==> src/rtl/lk_pkg.sv <==
package lk_pkg;
  localparam int HASH_W = 48;
  localparam int KEY_W  = 32;
  localparam int DATA_W = 16;
  localparam int CNT_W  = 3;
  localparam int BKT_W  = 32;
  localparam int PTR_W  = BKT_W - CNT_W;
  localparam int POS_W  = CNT_W + 1;
  localparam int RD_W   = 3;
  // low-order terms of the reduction polynomial (X^36 + X^25 + X^10 + 1)
  localparam logic [HASH_W-1:0] G_TAPS = 48'h0010_0200_0401;

  typedef enum logic [2:0] {
    ST_IDLE, ST_HASH, ST_BKT_REQ, ST_BKT_DAT, ST_REC_REQ, ST_REC_DAT
  } lk_state_e;
endpackage

==> src/rtl/lk_gf_hasher.sv <==
module lk_gf_hasher #(
  parameter int W = 48,
  parameter int UNROLL = 1,
  parameter logic [W-1:0] TAPS = '0
) (
  input  logic         clk,
  input  logic         rst,
  input  logic         start,
  input  logic [W-1:0] addr,
  input  logic [W-1:0] mult,
  output logic         done,
  output logic [W-1:0] hash
);
  localparam int STEPS = W / UNROLL;
  localparam int CW = $clog2(STEPS + 1);

  logic [W-1:0] acc, a_sh;
  logic [CW-1:0] cnt;
  logic run;
  logic [W-1:0] chain [UNROLL+1];

  assign chain[0] = acc;
  // Horner form, MSB of the address first: acc = acc*X mod G + a_i*M
  for (genvar u = 0; u < UNROLL; u++) begin : g_step
    logic [W-1:0] shifted;
    assign shifted = {chain[u][W-2:0], 1'b0} ^ (chain[u][W-1] ? TAPS : '0);
    assign chain[u+1] = shifted ^ (a_sh[W-1-u] ? mult : '0);
  end

  always_ff @(posedge clk) begin
    if (rst) begin
      run  <= 1'b0;
      done <= 1'b0;
      cnt  <= '0;
      acc  <= '0;
      a_sh <= '0;
    end else begin
      done <= 1'b0;
      if (start) begin
        acc  <= '0;
        a_sh <= addr;
        cnt  <= '0;
        run  <= 1'b1;
      end else if (run) begin
        acc  <= chain[UNROLL];
        a_sh <= a_sh << UNROLL;
        cnt  <= cnt + 1'b1;
        if (cnt == CW'(STEPS - 1)) begin
          run  <= 1'b0;
          done <= 1'b1;
        end
      end
    end
  end

  assign hash = acc;
endmodule

==> src/rtl/lk_bisect.sv <==
module lk_bisect #(
  parameter int KW = 32,
  parameter int PW = 4
) (
  input  logic [PW-1:0] lo,
  input  logic [PW-1:0] hi_x,
  input  logic [PW-1:0] mid,
  input  logic [KW-1:0] probe,
  input  logic [KW-1:0] rec_key,
  output logic          match,
  output logic          empty,
  output logic [PW-1:0] nlo,
  output logic [PW-1:0] nhi_x,
  output logic [PW-1:0] nmid
);
  always_comb begin
    match = (probe == rec_key);
    if (probe < rec_key) begin
      nlo   = lo;
      nhi_x = mid;
    end else begin
      nlo   = mid + 1'b1;
      nhi_x = hi_x;
    end
    empty = match ? 1'b0 : (nlo >= nhi_x);
    nmid  = (nlo + nhi_x - 1'b1) >> 1;
  end
endmodule

==> src/rtl/hash_lookup_engine.sv <==
module hash_lookup_engine
  import lk_pkg::*;
#(
  parameter int UNROLL = 1,
  parameter int IDX_W  = 16
) (
  input  logic              clk,
  input  logic              rst,
  input  logic              cfg_we,
  input  logic [HASH_W-1:0] cfg_mult,
  input  logic              req_valid,
  output logic              req_ready,
  input  logic [HASH_W-1:0] req_mac,
  output logic              mem_re,
  output logic [PTR_W-1:0]  mem_addr,
  input  logic [HASH_W-1:0] mem_rdata,
  output logic              res_valid,
  output logic              res_hit,
  output logic              res_ovf,
  output logic [PTR_W-1:0]  res_ptr,
  output logic [DATA_W-1:0] res_data,
  output logic [RD_W-1:0]   res_reads
);
  localparam logic [CNT_W-1:0] FULL_CNT = '1;

  lk_state_e state;
  logic [HASH_W-1:0] mult_q, hash;
  logic hash_done, accept;
  logic [CNT_W-1:0] cnt_q;
  logic [PTR_W-1:0] ptr_q;
  logic [POS_W-1:0] lo_q, hi_q, mid_q;
  logic [RD_W-1:0]  reads_q;
  logic match, empty;
  logic [POS_W-1:0] nlo, nhi, nmid;
  logic [CNT_W-1:0] b_cnt;
  logic [PTR_W-1:0] b_ptr;

  assign req_ready = (state == ST_IDLE);
  assign accept    = req_valid && req_ready;
  assign b_cnt     = mem_rdata[CNT_W-1:0];
  assign b_ptr     = mem_rdata[BKT_W-1:CNT_W];

  lk_gf_hasher #(.W(HASH_W), .UNROLL(UNROLL), .TAPS(G_TAPS)) u_hash (
    .clk(clk), .rst(rst), .start(accept), .addr(req_mac),
    .mult(mult_q), .done(hash_done), .hash(hash)
  );

  lk_bisect #(.KW(KEY_W), .PW(POS_W)) u_bis (
    .lo(lo_q), .hi_x(hi_q), .mid(mid_q),
    .probe(hash[HASH_W-1:HASH_W-KEY_W]), .rec_key(mem_rdata[HASH_W-1:DATA_W]),
    .match(match), .empty(empty), .nlo(nlo), .nhi_x(nhi), .nmid(nmid)
  );

  always_ff @(posedge clk) begin
    if (rst) mult_q <= HASH_W'(1);
    else if (cfg_we) mult_q <= cfg_mult;
  end

  always_ff @(posedge clk) begin
    if (rst) begin
      state     <= ST_IDLE;
      mem_re    <= 1'b0;
      mem_addr  <= '0;
      res_valid <= 1'b0;
      res_hit   <= 1'b0;
      res_ovf   <= 1'b0;
      res_ptr   <= '0;
      res_data  <= '0;
      res_reads <= '0;
      cnt_q     <= '0;
      ptr_q     <= '0;
      lo_q      <= '0;
      hi_q      <= '0;
      mid_q     <= '0;
      reads_q   <= '0;
    end else begin
      mem_re    <= 1'b0;
      res_valid <= 1'b0;
      unique case (state)
        ST_IDLE: if (accept) begin
          reads_q <= '0;
          state   <= ST_HASH;
        end
        ST_HASH: if (hash_done) begin
          mem_re   <= 1'b1;
          mem_addr <= PTR_W'(hash[IDX_W-1:0]);
          reads_q  <= reads_q + 1'b1;
          state    <= ST_BKT_REQ;
        end
        ST_BKT_REQ: state <= ST_BKT_DAT;
        ST_BKT_DAT: begin
          cnt_q <= b_cnt;
          ptr_q <= b_ptr;
          if (b_cnt == '0) begin
            res_valid <= 1'b1;
            res_hit   <= 1'b0;
            res_ovf   <= 1'b0;
            res_ptr   <= '0;
            res_data  <= '0;
            res_reads <= reads_q;
            state     <= ST_IDLE;
          end else begin
            lo_q     <= '0;
            hi_q     <= POS_W'(b_cnt);
            mid_q    <= POS_W'(b_cnt - 1'b1) >> 1;
            mem_re   <= 1'b1;
            mem_addr <= b_ptr + PTR_W'((b_cnt - 1'b1) >> 1);
            reads_q  <= reads_q + 1'b1;
            state    <= ST_REC_REQ;
          end
        end
        ST_REC_REQ: state <= ST_REC_DAT;
        ST_REC_DAT: begin
          if (match || empty) begin
            res_valid <= 1'b1;
            res_hit   <= match;
            res_ovf   <= empty && (cnt_q == FULL_CNT);
            res_ptr   <= match ? ptr_q + PTR_W'(mid_q) : '0;
            res_data  <= match ? mem_rdata[DATA_W-1:0] : '0;
            res_reads <= reads_q;
            state     <= ST_IDLE;
          end else begin
            lo_q     <= nlo;
            hi_q     <= nhi;
            mid_q    <= nmid;
            mem_re   <= 1'b1;
            mem_addr <= ptr_q + PTR_W'(nmid);
            reads_q  <= reads_q + 1'b1;
            state    <= ST_REC_REQ;
          end
        end
        default: state <= ST_IDLE;
      endcase
    end
  end
endmodule

==> config.mk <==
export PLATFORM = sky130hd
export DESIGN_NAME = hash_lookup_engine
export DESIGN_NICKNAME = d
export VERILOG_FILES = /design/src/rtl/lk_pkg.sv /design/src/rtl/lk_gf_hasher.sv /design/src/rtl/lk_bisect.sv /design/src/rtl/hash_lookup_engine.sv
export SDC_FILE = /design/constraint.sdc
export NUM_CORES = 1
export LEC_CHECK = 0
export BUFFER_PORTS_ARGS = -buffer_cell sky130_fd_sc_hd__buf_2
export CAP_MARGIN = 0
export CELL_PAD_IN_SITES_DETAIL_PLACEMENT = 0
export CELL_PAD_IN_SITES_GLOBAL_PLACEMENT = 1
export CORE_ASPECT_RATIO = 0.6
export CORE_MARGIN = 3
export CORE_UTILIZATION = 47
export CTS_CLUSTER_SIZE = 12
export DETAILED_ROUTE_END_ITERATION = 8
export PLACE_DENSITY_LB_ADDON = 0.1
export REMOVE_ABC_BUFFERS = 1
export SLEW_MARGIN = 0
export SYNTH_ARGS = -nofsm -noshare
export SYNTH_HDL_FRONTEND = slang
export SYNTH_SLANG_ARGS = --single-unit
==> constraint.sdc <==
create_clock -name clk -period 13.45 [get_ports clk]
set_input_delay 2.69 -clock clk [delete_from_list [all_inputs] [get_ports clk]]
set_output_delay 2.69 -clock clk [all_outputs]
set_load 0.01 [all_outputs]
==> results.yml, run 1 <==
detailed_routing:
  drc_errors: 0
  drtAntennaViolNets: 0
  wl_mm: 44.45
  drt-initial-drc-count: 1034
  top_layer: "met5"
  routed-wl-met2_mm: 17.18
  via_per_inst: 5.603
  met3_length_mm: 3.467
  via_count: 13155
  firstDrtPassIters: 5
  post_drt_wl_per_cell_um: 18.93
  wl_met1_mm: 23.06
pwr:
  static-leakage-power_nw: 7.400
  p_per_area_nw_per_um2: 110.4
  totalPowerFinal_mw: 1.919
  ir_worst_vdd_v: 0.00008583
sta:
  rsz0062_at_grt: "false"
  slew_headroom: 0.1946
  finClkSkew_ns: 0.02728
  min_period_ns: 8.022
  hold_viol_final: 0
  slew_viol_final: 0
  period_share: 0.5964
  setup_violations: 0
  finalSetupTns_ns: 0
  worstMarginPinSlew_ns: 1.204
  worst_slack_ns: 5.428
  fmax_mhz: 124.7
synth:
  seq_area_frac_synth: 0.3719
  synth_top_area_cell: "dfxtp_1"
  ys_async_sr_fraction: 0
  synth-seq-cells: 282
  synth_enable_flop_cells: 0
  synth_cell_types: 79
  synth_area_leaders: "dfxtp_1, mux2i_1, nor2_1, ha_1, a211oi_1"
  syn_inst: 1772
  synth_common_cells: "dfxtp_1, nor2_1, nand2_1"
  synthesis.area_um2: 15180
  yosys.cell_count.top_type: "dfxtp_1"
  syn_avg_cell_area_um2: 8.566
  synth_ff_type: "dfxtp_1"
  synthDominantCellAreaShare: 0.3719
  yosysWarnings: 0
setup_path:
  crit_arrival_ns: 8.50
  required_ns: 13.93
  crit_fanout: 15
  cp-start-kind: "input port"
  r2r_setup_slack_ns: 7.30
  timing_worst_setup_path_type: "input port to register"
  endpoint_kind: "register"
global_route:
  grt_pass1_vias: 11930
  grtUsageTotal: 0.2467
  grt_antenna_before_repair: 4
  overflow: 0
  grt_pass1_wl_mm: 68.78
  grt_start_max_net_pins: 103
placement:
  dp_hpwl_mm: 31.83
  portBuffers: 229
  pre_cts_slack_ns: 4.920
  gp_congestion: 0.9095
floorplanning:
  die_h_um: 145.2
  rows: 50
  start_util: 0.4823
  core_area_um2: 31470
  die-area_um2: 34560
  ios: 230
  die_w_um: 238
cts:
  cts_hold_buf: 0
  cts_sinks: 282
  clock_latency_ns: 0.59
  h-tree-depth: 1
  cts_root_buf: "clkbuf_16"
  tritoncts: "done"
  cts.reportedPaths.clkPinSlew_ns: 0.06
  cts_setup_buffers: 0
  cts_buffers: 29
  post_cts_resized: 0
  clk_path_buf_depth: 3
layout:
  utilization: 0.5521
  final_layout_size_suffix_gt1_frac: 0.1674
  final_nets: 2147
  area_growth_pct: 14.47
outcome:
  outcome: "completed"
worst_hold_path:
  hp-class: "register to register"
run:
  cap_violations: 0
## critical path, stage by stage
cell and delay, ns:
buf_2 0.07, inv_1 0.04, ha_1 0.30, a21o_1 0.17
a21o_1 0.17, a21oi_1 0.21, nor4_1 0.11, a2111oi_4 0.76
nand2_4 0.29, mux2_2 0.36, ha_1 0.31, ha_1 0.22
fa_1 0.38, xnor2_1 0.40, ha_1 0.27, a21o_1 0.15
nor4b_2 0.59, nand2_1 0.24, nor2_1 0.18, xor2_1 0.17
a22oi_1 0.10, a311oi_2 0.30
## worst paths after layout
kind	from	to	depth (start not counted)
min reg2reg	cnt_q[0]	cnt_q[0]	2
min	cnt_q[0]	cnt_q[0]	2
max reg2reg	u_hash.hash[37]	mem_addr[28]	21
max	mem_rdata[33]	mem_addr[28]	22
## final cells by class
cell class,instances,area (um^2)
fillers,2964,14090
multi-input cells,1308,8853
flip-flops and latches,282,5650
repair buffers,240,1235
clock buffers,43,848.3
well taps,416,520.5
inverters,54,202.7
clock inverters,3,58.81
diodes,2,5.005
## layer usage
layer,vias up,global-route usage
met5,-,0
met4,6,0.04136
met3,58,0.05205
met2,425,0.3308
met1,6148,0.4000
li1,6518,-
## where the power goes
part	internal [mW]	switching, mW	leakage (nW)	total, mW
Clock	0.452	0.342	0.444	0.794
Combinational	0.0965	0.127	4.66	0.223
Sequential	0.867	0.0349	2.30	0.902
## per-stage QoR
stage                     instance area [um^2]  std cells  hold WS [ns]
after detailed placement                 16460       2300        0.4492
after CTS                                17370       2346        0.4585
after global placement                   16460       2300        0.4363
after global routing                     17370       2347        0.4775
after floorplan                          14660       1644        0.4258
final                                    17370       2348        0.4557
## cells in the final DEF, fill, tap and decap left out, types with 4 or more instances in the layout
master     synthesis  final
xnor2_1           51     51
nor3_1            13     12
mux2_2             5      5
xor2_1            81     81
dfxtp_1          282    280
nor2_1           272    270
o211ai_1           8      8
a22oi_1           52     52
a32o_1             6      6
o21a_1            11     11
o21ai_0           36     36
or3_1              5      5
nand4_1           21     21
nor2b_1           11     11
clkbuf_8           0      7
clkbuf_1          96      7
and3_1             6      6
buf_2             11    228
a211oi_1         103    103
fa_1               4      4
inv_1             54     54
a31oi_1            7      7
nand2_1          180    178
ha_1              80     80
nand2b_1          10     10
a21oi_1           94     94
and2_1            10     10
a222oi_1           8      8
mux2i_1          113    113
a21o_1            25     25
clkbuf_16          0     29
buf_4              2     11
a211oi_2           9      9
nand3_1           16     16
o22ai_1            6      6
## registers in the layout, summed over array words and instances (netlist names), 3 cells and up
| signal | count |
|---|---|
| cnt_q | 3 |
| hi_q | 4 |
| lo_q | 4 |
| mem_addr | 29 |
| mid_q | 3 |
| mult_q | 48 |
| ptr_q | 29 |
| reads_q | 3 |
| res_data | 16 |
| res_ptr | 29 |
| res_reads | 3 |
| state | 3 |
| u_hash.a_sh | 48 |
| u_hash.cnt | 6 |
| u_hash.hash | 48 |
## kinds of logic after synthesis
group	synth area share
mux	0.07823
buf+inv	0.04773
compound gates	0.1917
fa+ha+maj	0.07122
simple gates	0.1630
xor+xnor	0.07617
flops	0.3719
Note: power is estimated with default switching activity, not from simulation.
==> run 2: changes to the inputs <==
CORE_UTILIZATION = 43   (was 47)
clock period = 8.1 ns   (was 13.45 ns; I/O delays follow)
==> run 2 against run 1 <==
Compared with the run above: final cell count increased by 2.1%; clock skew decreased by 0.0067 ns; via count shrank 1.2%; die area is 9.0% higher; critical path depth grew 2; sequential share of layout area decreased by 0.23 points.
==> results.yml, run 2 (synthesized netlist as in run 1, its figures left out) <==
cts:
  clock_latency_ns: 0.58
  cts_root_buf: "clkbuf_16"
  cts_setup_buffers: 0
  cts.reportedPaths.clkPinSlew_ns: 0.06
  cts_sinks: 282
  post_cts_resized: 0
  cts_hold_buf: 0
  tritoncts: "done"
  cts_buffers: 30
  clk_path_buf_depth: 3
  h-tree-depth: 1
floorplanning:
  die-area_um2: 37660
  die_h_um: 151.5
  core_area_um2: 34220
  die_w_um: 248.6
  start_util: 0.4435
  rows: 52
  ios: 230
sta:
  fmax_mhz: 148.8
  hold_viol_final: 0
  min_period_ns: 6.719
  finClkSkew_ns: 0.02057
  worstMarginPinSlew_ns: 1.153
  period_share: 0.8295
  rsz0062_at_grt: "false"
  slew_viol_final: 0
  finalSetupTns_ns: 0
  setup_violations: 0
  slew_headroom: 0.2298
setup_path:
  required_ns: 8.55
  path_cells: "buf_2 -> inv_1 -> ha_1 -> a21o_1 -> a21o_1 -> a21oi_1 -> o21a_1 -> nor2_1 -> a2111oi_4 -> nand2_4 -> mux2_2 -> ha_1 -> ha_1 -> fa_1 -> xnor2_1 -> ha_1 -> a21oi_1 -> a2111oi_4 -> and2_1 -> nand2_1 -> nor2_1 -> xnor2_1 -> o21ai_1 -> o221a_1"
  cp-start-kind: "input port"
  slowest_stage: "a2111oi_4"
  cpPeakStageDelay_ns: 0.68
  crit_top_cell: "ha_1"
  endpoint_kind: "register"
  crit_fanout: 15
  timing_worst_setup_path_type: "input port to register"
  crit_arrival_ns: 7.17
layout:
  area_growth_pct: 15.30
  layout_common_cells: "dfxtp_1, nor2_1, buf_2, nand2_1, mux2i_1"
  stdcell_count: 2397
  fillCellCount: 3366
  final_layout_size_suffix_gt1_frac: 0.1704
  layout_commonest_cell: "dfxtp_1"
  final_nets: 2150
placement:
  portBuffers: 229
  dp_hpwl_mm: 32.50
  placedCellCount: 2345
  gp_congestion: 0.8833
global_route:
  grt_pass1_vias: 12254
  grt_pass1_wl_mm: 70.13
  grt_start_max_net_pins: 97
  overflow: 0
  grt_antenna_before_repair: 3
  grtUsageTotal: 0.2310
outcome:
  outcome: "completed"
pwr:
  pwr-share-clk: 0.425
  p_per_area_nw_per_um2: 185.6
  static-leakage-power_nw: 7.440
  ir_worst_vdd_v: 0.0001955
  p_comb_frac: 0.114
  swShare: 0.2596
  power_switching_mw: 0.8431
  p_seq_frac: 0.462
  cellInternalPower_mw: 2.404
detailed_routing:
  via_count: 12997
  drc_errors: 0
  firstDrtPassIters: 7
  drt-initial-drc-count: 952
  wl_mm: 44.58
  post_drt_wl_per_cell_um: 18.60
  drtAntennaViolNets: 0
  via_per_inst: 5.422
run:
  cap_violations: 0
worst_hold_path:
  hp-class: "register to register"
run 2: layout make-up:
class                      count  area [um^2]  share of cell area
timing repair buffer         242         1250             0.07142
clock inverter                 7        98.84            0.005648
multi-input combinational   1308         8848              0.5056
inverter                      54        202.7             0.01158
tap                          459        574.3             0.03282
sequential                   282         5650              0.3229
antenna                        1        2.502           0.0001430
clock buffer                  44        873.3             0.04990
run 2: final timing paths:
kind / startpoint / to / slack, ns / cells after the start
worst min-delay path: cnt_q[0] / cnt_q[0] / 0.45 / 2
worst max-delay path: mem_rdata[41] / mem_addr[23] / 1.38 / 24
worst min register to register: cnt_q[0] / cnt_q[0] / 0.45 / 2
worst max register to register: u_hash.hash[41] / mem_addr[23] / 2.21 / 22
run 2: worst max-delay path, delay by kind of cell:
family	cells	cell delay (ns)
AOI/OAI and AO/OA	9	2.18
xor gates and xnor gates	2	0.51
adders and majority gates	5	1.46
buffers and inverters	2	0.11
muxes	1	0.35
and+or+nand+nor	5	0.91
run 2: power by group through the flow:
| stage | Clock [mW] | Combinational (mW) | Sequential [mW] |
|---|---|---|---|
| after floorplan | 0 | 0.243 | 1.52 |
| after global routing | 1.47 | 0.414 | 1.51 |
| after global placement | 0 | 0.362 | 1.53 |
| final | 1.38 | 0.369 | 1.50 |
| after detailed placement | 0 | 0.366 | 1.53 |
| after CTS | 1.42 | 0.368 | 1.50 |
run 2: metrics by stage:
stage	utilization	hold slack (ns)	instance area (um^2)	setup WS, ns	power, mW
CTS	0.5113	0.4510	17500	1.421	3.285
finish	0.5114	0.4498	17500	1.381	3.247
detailed placement	0.4829	0.4443	16530	0.8430	1.896
floorplan	-	0.4258	14660	1.608	1.759
global route	0.5113	0.4763	17500	1.014	3.396
global placement	0.4829	0.4399	16530	0.9709	1.891
run 2: layer usage:
| layer | track usage | vias to the layer above | share of wire |
|---|---|---|---|
| li1 | - | 6546 | - |
| met1 | 0.3647 | 6060 | 0.53 |
| met2 | 0.3205 | 335 | 0.38 |
| met3 | 0.04691 | 50 | 0.070 |
| met4 | 0.04108 | 6 | 0.016 |
| met5 | 0 | - | 0.00076 |
